<file path="src/rtl/itb_pkg.sv">
package itb_pkg;
    localparam int DATA_W   = 16;
    localparam int WIDE_W   = 32;
    localparam int ADDR_W   = 5;

    // management map
    localparam logic [ADDR_W-1:0] MA_CTRL  = 5'd20;
    localparam logic [ADDR_W-1:0] MA_RB_LO = 5'd21;
    localparam logic [ADDR_W-1:0] MA_RB_HI = 5'd22;
    localparam logic [ADDR_W-1:0] MA_WD_LO = 5'd23;
    localparam logic [ADDR_W-1:0] MA_WD_HI = 5'd24;

    // control word bit positions
    localparam int CB_RD_STB = 15;
    localparam int CB_WR_STB = 14;
    localparam int CB_TEN    = 10;

    typedef struct packed {
        logic              ten;
        logic [ADDR_W-1:0] rd_idx;
        logic [ADDR_W-1:0] wr_idx;
    } ctrl_t;

    // width of bank register idx: repeating 8/16/24/32
    function automatic int reg_width(input int idx);
        return 8 * ((idx % 4) + 1);
    endfunction
endpackage

</file>
<file path="src/rtl/itb_ctrl_regs.sv">
module itb_ctrl_regs
    import itb_pkg::*;
(
    input  logic              clk,
    input  logic              rst_n,
    input  logic [ADDR_W-1:0] mgmt_addr,
    input  logic              mgmt_we,
    input  logic [DATA_W-1:0] mgmt_wdata,
    output ctrl_t             ctrl,
    output logic [DATA_W-1:0] wd_lo,
    output logic [DATA_W-1:0] wd_hi,
    output logic              rd_fire,
    output logic              wr_fire,
    output logic [ADDR_W-1:0] rd_idx_now,
    output logic [ADDR_W-1:0] wr_idx_now
);
    typedef struct packed {
        ctrl_t             ctrl;
        logic [DATA_W-1:0] wlo;
        logic [DATA_W-1:0] whi;
    } state_t;

    state_t st_d, st_q;
    logic   ctrl_hit;

    always_comb begin
        st_d       = st_q;
        ctrl_hit   = mgmt_we && (mgmt_addr == MA_CTRL);
        rd_fire    = 1'b0;
        wr_fire    = 1'b0;
        rd_idx_now = mgmt_wdata[9:5];
        wr_idx_now = mgmt_wdata[4:0];
        if (ctrl_hit) begin
            st_d.ctrl.ten    = mgmt_wdata[CB_TEN];
            st_d.ctrl.rd_idx = mgmt_wdata[9:5];
            st_d.ctrl.wr_idx = mgmt_wdata[4:0];
            rd_fire          = mgmt_wdata[CB_RD_STB] && mgmt_wdata[CB_TEN];
            wr_fire          = mgmt_wdata[CB_WR_STB] && mgmt_wdata[CB_TEN];
        end
        if (mgmt_we && (mgmt_addr == MA_WD_LO)) st_d.wlo = mgmt_wdata;
        if (mgmt_we && (mgmt_addr == MA_WD_HI)) st_d.whi = mgmt_wdata;
    end

    always_ff @(posedge clk or negedge rst_n) begin
        if (!rst_n) st_q <= '0;
        else        st_q <= st_d;
    end

    assign ctrl  = st_q.ctrl;
    assign wd_lo = st_q.wlo;
    assign wd_hi = st_q.whi;
endmodule

</file>
<file path="src/rtl/itb_bank.sv">
module itb_bank
    import itb_pkg::*;
#(
    parameter int NUM_REGS = 32,
    parameter int NUM_USED = 24
) (
    input  logic              clk,
    input  logic              rst_n,
    input  logic              wr_en,
    input  logic [ADDR_W-1:0] wr_idx,
    input  logic [WIDE_W-1:0] wr_data,
    input  logic [ADDR_W-1:0] rd_idx,
    output logic [WIDE_W-1:0] rd_val
);
    // next-state view of every register, so a same-edge read sees the write
    logic [WIDE_W-1:0] nxt [NUM_REGS];

    for (genvar g = 0; g < NUM_REGS; g++) begin : g_slot
        if (g < NUM_USED) begin : g_reg
            localparam int W = (reg_width(g) > WIDE_W) ? WIDE_W : reg_width(g);
            logic [W-1:0] val_d, val_q;

            always_comb begin
                val_d = val_q;
                if (wr_en && (wr_idx == ADDR_W'(g))) val_d = wr_data[W-1:0];
            end

            always_ff @(posedge clk or negedge rst_n) begin
                if (!rst_n) val_q <= '0;
                else        val_q <= val_d;
            end

            assign nxt[g] = WIDE_W'(val_d);
        end else begin : g_none
            assign nxt[g] = '0;
        end
    end

    always_comb begin
        rd_val = '0;
        if (int'(rd_idx) < NUM_REGS) rd_val = nxt[rd_idx];
    end
endmodule

</file>
<file path="src/rtl/itb_readback.sv">
module itb_readback
    import itb_pkg::*;
(
    input  logic              clk,
    input  logic              rst_n,
    input  logic              rd_fire,
    input  logic [WIDE_W-1:0] rd_val,
    output logic [DATA_W-1:0] rb_lo,
    output logic [DATA_W-1:0] rb_hi
);
    typedef struct packed {
        logic [DATA_W-1:0] lo;
        logic [DATA_W-1:0] hi;
    } rb_t;

    rb_t rb_d, rb_q;

    always_comb begin
        rb_d = rb_q;
        if (rd_fire) begin
            rb_d.lo = rd_val[DATA_W-1:0];
            rb_d.hi = rd_val[WIDE_W-1:DATA_W];
        end
    end

    always_ff @(posedge clk or negedge rst_n) begin
        if (!rst_n) rb_q <= '0;
        else        rb_q <= rb_d;
    end

    assign rb_lo = rb_q.lo;
    assign rb_hi = rb_q.hi;
endmodule

</file>
<file path="src/rtl/indirect_test_bridge.sv">
module indirect_test_bridge
    import itb_pkg::*;
#(
    parameter int NUM_REGS = 32,
    parameter int NUM_USED = 24
) (
    input  logic        clk,
    input  logic        rst_n,
    input  logic [4:0]  mgmt_addr,
    input  logic        mgmt_we,
    input  logic [15:0] mgmt_wdata,
    output logic [15:0] mgmt_rdata
);
    ctrl_t             ctrl;
    logic [DATA_W-1:0] wd_lo, wd_hi, rb_lo, rb_hi;
    logic              rd_fire, wr_fire;
    logic [ADDR_W-1:0] rd_idx_now, wr_idx_now;
    logic [WIDE_W-1:0] rd_val;

    itb_ctrl_regs u_ctrl (
        .clk        (clk),
        .rst_n      (rst_n),
        .mgmt_addr  (mgmt_addr),
        .mgmt_we    (mgmt_we),
        .mgmt_wdata (mgmt_wdata),
        .ctrl       (ctrl),
        .wd_lo      (wd_lo),
        .wd_hi      (wd_hi),
        .rd_fire    (rd_fire),
        .wr_fire    (wr_fire),
        .rd_idx_now (rd_idx_now),
        .wr_idx_now (wr_idx_now)
    );

    itb_bank #(.NUM_REGS(NUM_REGS), .NUM_USED(NUM_USED)) u_bank (
        .clk     (clk),
        .rst_n   (rst_n),
        .wr_en   (wr_fire),
        .wr_idx  (wr_idx_now),
        .wr_data ({wd_hi, wd_lo}),
        .rd_idx  (rd_idx_now),
        .rd_val  (rd_val)
    );

    itb_readback u_rb (
        .clk     (clk),
        .rst_n   (rst_n),
        .rd_fire (rd_fire),
        .rd_val  (rd_val),
        .rb_lo   (rb_lo),
        .rb_hi   (rb_hi)
    );

    always_comb begin
        mgmt_rdata = '0;
        unique case (mgmt_addr)
            MA_CTRL:  mgmt_rdata = {5'b0, ctrl.ten, ctrl.rd_idx, ctrl.wr_idx};
            MA_RB_LO: mgmt_rdata = rb_lo;
            MA_RB_HI: mgmt_rdata = rb_hi;
            MA_WD_LO: mgmt_rdata = wd_lo;
            MA_WD_HI: mgmt_rdata = wd_hi;
            default:  mgmt_rdata = '0;
        endcase
    end
endmodule


</file>
<file path="config.mk">
export PLATFORM = sky130hd
export DESIGN_NAME = indirect_test_bridge
export DESIGN_NICKNAME = d
export VERILOG_FILES = /design/src/rtl/itb_pkg.sv /design/src/rtl/itb_ctrl_regs.sv /design/src/rtl/itb_bank.sv /design/src/rtl/itb_readback.sv /design/src/rtl/indirect_test_bridge.sv
export SDC_FILE = /design/constraint.sdc
export NUM_CORES = 1
export LEC_CHECK = 0
export BUFFER_PORTS_ARGS = -buffer_cell sky130_fd_sc_hd__buf_2
export CORE_MARGIN = 4
export CORE_UTILIZATION = 55
export CTS_CLUSTER_SIZE = 16
export DETAILED_ROUTE_END_ITERATION = 10
export PLACE_DENSITY = 0.83
export SLEW_MARGIN = 0
export SYNTH_ARGS = -nofsm -noshare
export SYNTH_HDL_FRONTEND = slang
export SYNTH_SLANG_ARGS = --single-unit
</file>
<file path="constraint.sdc">
create_clock -name clk -period 2.2 [get_ports clk]
set_clock_uncertainty 0.15 [all_clocks]
set_input_delay 0.11 -clock clk [delete_from_list [all_inputs] [get_ports clk]]
set_output_delay 0.11 -clock clk [all_outputs]
set_load 0.05 [all_outputs]
</file>
* Word-level counts from Yosys, hierarchy flattened
Index checks and enable logic that the tools add are counted.
Storage, ports and cells: bits in registers 555, output and inout port bits 16, logic and storage cells 121
Operators by class: order comparisons 1, eq/ne operators 28, muxes and demuxes 30, bitwise gates (word level) 1, reductions and logical operators 30
Operator list (count):
- 32-bit two-way mux | 8
- 32-bit binary-select mux with 5-bit select | 1
- 24-bit two-way mux | 6
- 16-bit two-way mux | 6
- 16-bit case mux with 5 select lines | 1
- 5-bit equality test (second input constant) | 13
- 8-bit two-way mux | 6
- 5-bit by 4-bit equality test with 1-bit output (second input constant) | 8
- 1-bit logical AND | 29
- 5-bit by 3-bit equality test with 1-bit output (second input constant) | 4
- 5-bit by 2-bit equality test with 1-bit output (second input constant) | 2
- 6-bit >= comparator (second input constant) | 1
- 5-bit inverter with 6-bit output | 1
- 5-bit by 1-bit equality test with 1-bit output (second input constant) | 1
- 5-bit logical NOT | 1
- 1-bit two-way mux | 2

* Logic depth before layout (Yosys ltp)
depth after elaboration 8, gate-level depth with buffers 11, mapped depth without buffers 7

* Hierarchy
From an unflattened synthesis, not the netlist that was laid out.
Second synthesis, totals: cell total of the unflattened synthesis 2784, area, all modules 28029.4 µm²
Modules (own cells, without submodules):
- itb_bank | times used 1, cells an instance 2535, area an instance 24282.0 µm²
- itb_ctrl_regs | times used 1, cells an instance 110, area an instance 1793.0 µm²
- itb_readback | times used 1, cells an instance 68, area an instance 1345.0 µm²
- indirect_test_bridge | times used 1, cells an instance 71, area an instance 609.3 µm²

* Worst setup path before layout
OpenSTA, ideal clock, no wires.
path type input -> register, start point input mgmt_addr[0], end point register u_rb.rb_q, in the netlist u_rb.rb_hi[7], setup time 0.124 ns, arrival 2.904 ns, data required time 1.926 ns, setup slack -0.978 ns, cell stages on the path 9, cell sequence or3b_1 > buf_6 > buf_6 > nor4_2 > buf_2 > mux2_2 > mux4_2 > a32o_1 > a211o_1
Between the ends: cells in the longest elaborated chain, start to end 8, elaborated cells between the ends (all ways) 31
RTL lines:
- from (decl) | line indirect_test_bridge.sv:9 | input logic [4:0] mgmt_addr,
- 5-bit equality test | line itb_ctrl_regs.sv:28 | ctrl_hit = mgmt_we && (mgmt_addr == MA_CTRL);
- 1-bit logical AND | line itb_ctrl_regs.sv:28
- 1-bit two-way mux | line itb_ctrl_regs.sv:33 | if (ctrl_hit) begin
- 1-bit logical AND | line itb_bank.sv:25 | if (wr_en && (wr_idx == ADDR_W'(g))) val_d = wr_data[W-1:0];
- 32-bit two-way mux | line itb_bank.sv:25
- via u_bank.g_slot[15].g_reg.val_d[23] | line itb_bank.sv:21 | logic [W-1:0] val_d, val_q;
- 32-bit binary-select mux with 5-bit select | line itb_bank.sv:41 | if (int'(rd_idx) < NUM_REGS) rd_val = nxt[rd_idx];
- 32-bit two-way mux (implied by the code) (2 in a row) | line itb_bank.sv:41
- to (signal assigned) | line itb_readback.sv:28 | else rb_q <= rb_d;
- to (decl) | line itb_readback.sv:16 | rb_t rb_d, rb_q;
The timed path passes the listed nets, and every way through them passes these cells. The select of a mux whose other input is x is not followed. A chain may end at the register's enable or synchronous reset.

* Final worst setup path
start point input mgmt_addr[0], end point register u_rb.rb_q, in the netlist u_rb.rb_hi[3]
Same word-level chain as after synthesis.

==> metrics.md <==
| Metric | Value |
|---|---|
| R2r endpoint | `u_rb.rb_lo[7]` |
| Max Freq | `411 MHz` |
| HPWL Detailed | `56.9 mm` |
| Clock Latency Late Sink | `about 630 ps` |
| Post-synth EDFFs | `0` |
| Peak VDD IR | `roughly 0.00062 V` |
| Post-route ant nets | `0` |
| WS Path Type | `input port to flip-flop` |
| Post-synth top flop | `dfrtp_1` |
| Utilization after layout | `approximately 70%` |
| Routability cong. | `1.03` |
| Worst stage delay on the critical path | `490 ps` |
| Grt ovf | `0` |
| Final setup viols | `between 40 and 50` |
| Input/output buffers | `39` |
| Clk pwr share | `a little over two fifths` |
| Reg2Reg Setup Slack | `-200 ps` |
| Die Ht | `between 200 and 250 um` |
| Least-Margin Pin Slew | `approximately 650 ps` |
| Crit. End Element | `flip-flop` |
| Crit-path max FO | `10` |
| First-pass GRT wire length | `128 mm` |
| Total wire length | `around 85 mm` |
| Clock Sinks | `555` |
| CTS clk-pin slew, worst paths | `60 ps` |
| ANT cells | `0` |
| DR vias/cell | `6.49` |
| Largest net degree at the start of global routing | `69` |
| Clock root buffer | `clkbuf_16` |
| DR iter-0 viols | `between 2k and 2.5k` |
| Int Pwr | `roughly 17,000 uW` |
| Die area | `between 50,000 and 60,000 um^2` |
| TritonRoute pass-1 iters | `6` |
| RSZ-0062 raised after global routing | `yes` |
| GRT Overall Usage | `32.5%` |
| Antenna violations before repair | `1` |
| Ports | `40` |
| Fraction of layout cells with a size suffix above 1 | `43.5%` |
| Post-layout min period | `roughly 2400 ps` |
| CP dominant cell by count | `buf_12` |
| Hold endpoint | `u_bank.g_slot[11].g_reg.val_q[7]` |
| Starting Density | `between 50% and 60%` |
| Slew Viols, Final | `0` |
| Ordered list of cells on the worst path | `buf_6 > or3b_4 > buf_12 > nor4_4 > buf_4 > buf_12 > mux2_2 > mux4_2 > a32o_2 > a211o_1` |
| Routed vias | `20.5k` |
| Crit-path leading delay family | `multiplexers` |
| Synth Warn # | `0` |
| Cell Rows | `79` |
| Crit path buffers/inverters | `4` |
| Data arrival, critical path | `about 2800 ps` |
| Failing checks | `negative setup slack` |
| Setup crit start | `mgmt_addr[0]` |
| Power Density | `roughly 700 nW/um^2` |
| PnR Total Power | `between 20,000 and 25,000 uW` |
| Post-synthesis sequential area ratio | `between 50 and 60%` |
| Vias in the first global route | `about 22k` |
| # DRC | `0` |
| Worst min path class | `input port to flip-flop` |
| Post-Syn Area | `between 20,000 and 30,000 um^2` |
| Setup TNS | `-4630 ps` |
| Worst hold path depth | `4` |
| Outcome | `finished with violations` |
| Critical Path Source Type | `input port` |
| Worst endpoint required time | `2570 ps` |
| Sw Pwr | `about 6100 uW` |
| Slew headroom | `56.4%` |
| CTS tree | `built` |
| Hold Slack | `approximately 12 ps` |
| Clock Tree Buf Depth | `3` |
| Maxcap violations | `0` |
| Htree depth | `2` |
| Syn nets | `2,185` |
| Fraction of registers with async set or reset after synthesis | `100%` |
| Setup ws final | `-236 ps` |
| Number of distinct library cells after synthesis | `80` |
| Comb pwr share | `11.4%` |
| Cts bufs inserted | `56` |
| Sequential power share | `a little under half` |
| Die W | `roughly 230 um` |
| Leakage Power | `approximately 0.017 uW` |
| Area grow syn2layout | `26.2%` |
| Levels on crit path | `10` |
| WL/cell | `between 20 and 30 um` |
| Final Hold Fails | `0` |
| Switching part of the total | `26.2%` |
| Placeable Area | `47,000 um^2` |
| Post-Synthesis Cells | `around 2.2k` |
| Syn Area/Cell | `12.2 um^2` |
| Hold wc startpoint | `mgmt_wdata[4]` |
| # nets final | `roughly 2.5k` |
| FF-to-FF Start | `u_ctrl.wd_lo[7]` |
| Worst-case reg-to-reg path depth | `8` |
| Register bit total from synthesis | `555` |
| Crit share post-route | `111%` |
| Pre-CTS WS | `-1090 ps` |
| CP max-delay cell | `mux4_2` |
stage by stage:
step	std cells	cell area [um^2]
final	3157	33300
after global routing	3157	33300
after CTS	3143	32900
after detailed placement	2995	30200
after global placement	2995	30200
after floorplan	2161	26600
Yosys cell counts (16+ instances only):
cell | count | area (um^2)
dfrtp_1 | 555 | 13900
mux2_2 | 416 | 4680
nand2_1 | 290 | 1090
clkbuf_1 | 124 | 465
nor2_1 | 68 | 255
mux2i_1 | 60 | 601
o21ai_0 | 57 | 285
mux4_2 | 42 | 946
a211oi_1 | 41 | 308
nor3_1 | 34 | 170
buf_2 | 32 | 160
o211ai_1 | 21 | 158
nand2b_1 | 19 | 119
a21o_1 | 18 | 135
nand3_1 | 18 | 90.1
and3_1 | 17 | 106
a221o_1 | 16 | 160
or3_1 | 16 | 100
final cells by class:
cell class,count,area [um^2]
Sequential cell,555,13900
Fill cell,2902,13700
Multi-Input combinational cell,1407,12100
Timing Repair Buffer,472,4550
Clock buffer,78,1580
Tap cell,607,759
Clock inverter,24,328
Inverter,14,52.6
power groups by stage:
stage / Clock (uW) / Combinational, uW / Sequential (uW)
after floorplan: 0 / 1120 / 10800
after global placement: 0 / 2230 / 11000
after detailed placement: 0 / 2290 / 11000
after CTS: 9920 / 2550 / 10800
after global routing: 10300 / 2790 / 10800
final: 9860 / 2660 / 10800
timing repair:
item,4_1_cts,5_1_grt
gates resized for setup,107,58
setup buffers,24,14
hold buffers,22,0
setup endpoints to repair,48,47
pin swaps,11,11
hold endpoints to repair,592,0
cloned,0,1
cells by family (layout without fill, tap and decap cells):
family          Yosys count  in the layout  synth area share (%)
compound gates          310            310                  8.97
xor+xnor                  2              2                0.0664
buf+inv                 199            588                  3.28
flops                   555            555                  52.6
mux                     528            528                  24.1
simple gates            567            567                  10.9
per-layer routing:
layer / wire length, um / track usage (%) / vias up
met3: 7920 / 7.79 / 289
met1: 32800 / 42.8 / 10492
met2: 39300 / 51.3 / 1159
met4: 4530 / 16.1 / 2
li1: - / - / 8561
met5: 15 / 0 / -
worst max-delay path by stage:
stage | endpoint | slack [ps]
floorplan | u_rb.rb_hi[7] | -640
global placement | u_rb.rb_lo[7] | -1000
detailed placement | u_rb.rb_hi[3] | -1090
CTS | u_rb.rb_hi[3] | -180
global route | u_rb.rb_lo[7] | -270
finish | u_rb.rb_hi[3] | -240
worst reg2reg max path: stages (launching register included):
cell      delay, ps
dfrtp_1         410
buf_12          150
buf_12          130
buf_4           130
mux2_2          260
and2_1          160
a211oi_1        230
a211oi_2        100
or4_1           540
registers in the layout, indices dropped and copies added (netlist names):
name	flops
u_rb.rb_lo	16
u_bank.g_slot.g_reg.val_q	480
u_ctrl.ctrl	11
u_rb.rb_hi	16
u_ctrl.wd_lo	16
u_ctrl.wd_hi	16
cells in the final DEF (no fill, tap or decap), types with 19 or more instances in the layout:
cell           instances
mux4_2                42
nor2_1                63
mux2_2               389
dlygate4sd3_1         22
dfrtp_1              545
nand2b_1              19
buf_12                61
o211ai_1              21
nand2_1              286
buf_4                328
clkbuf_16             58
mux2_4                35
buf_6                 41
nor3_1                33
a211oi_1              36
o21ai_0               41
mux2i_1               52
No activity file was read; power rests on OpenSTA's default activity.
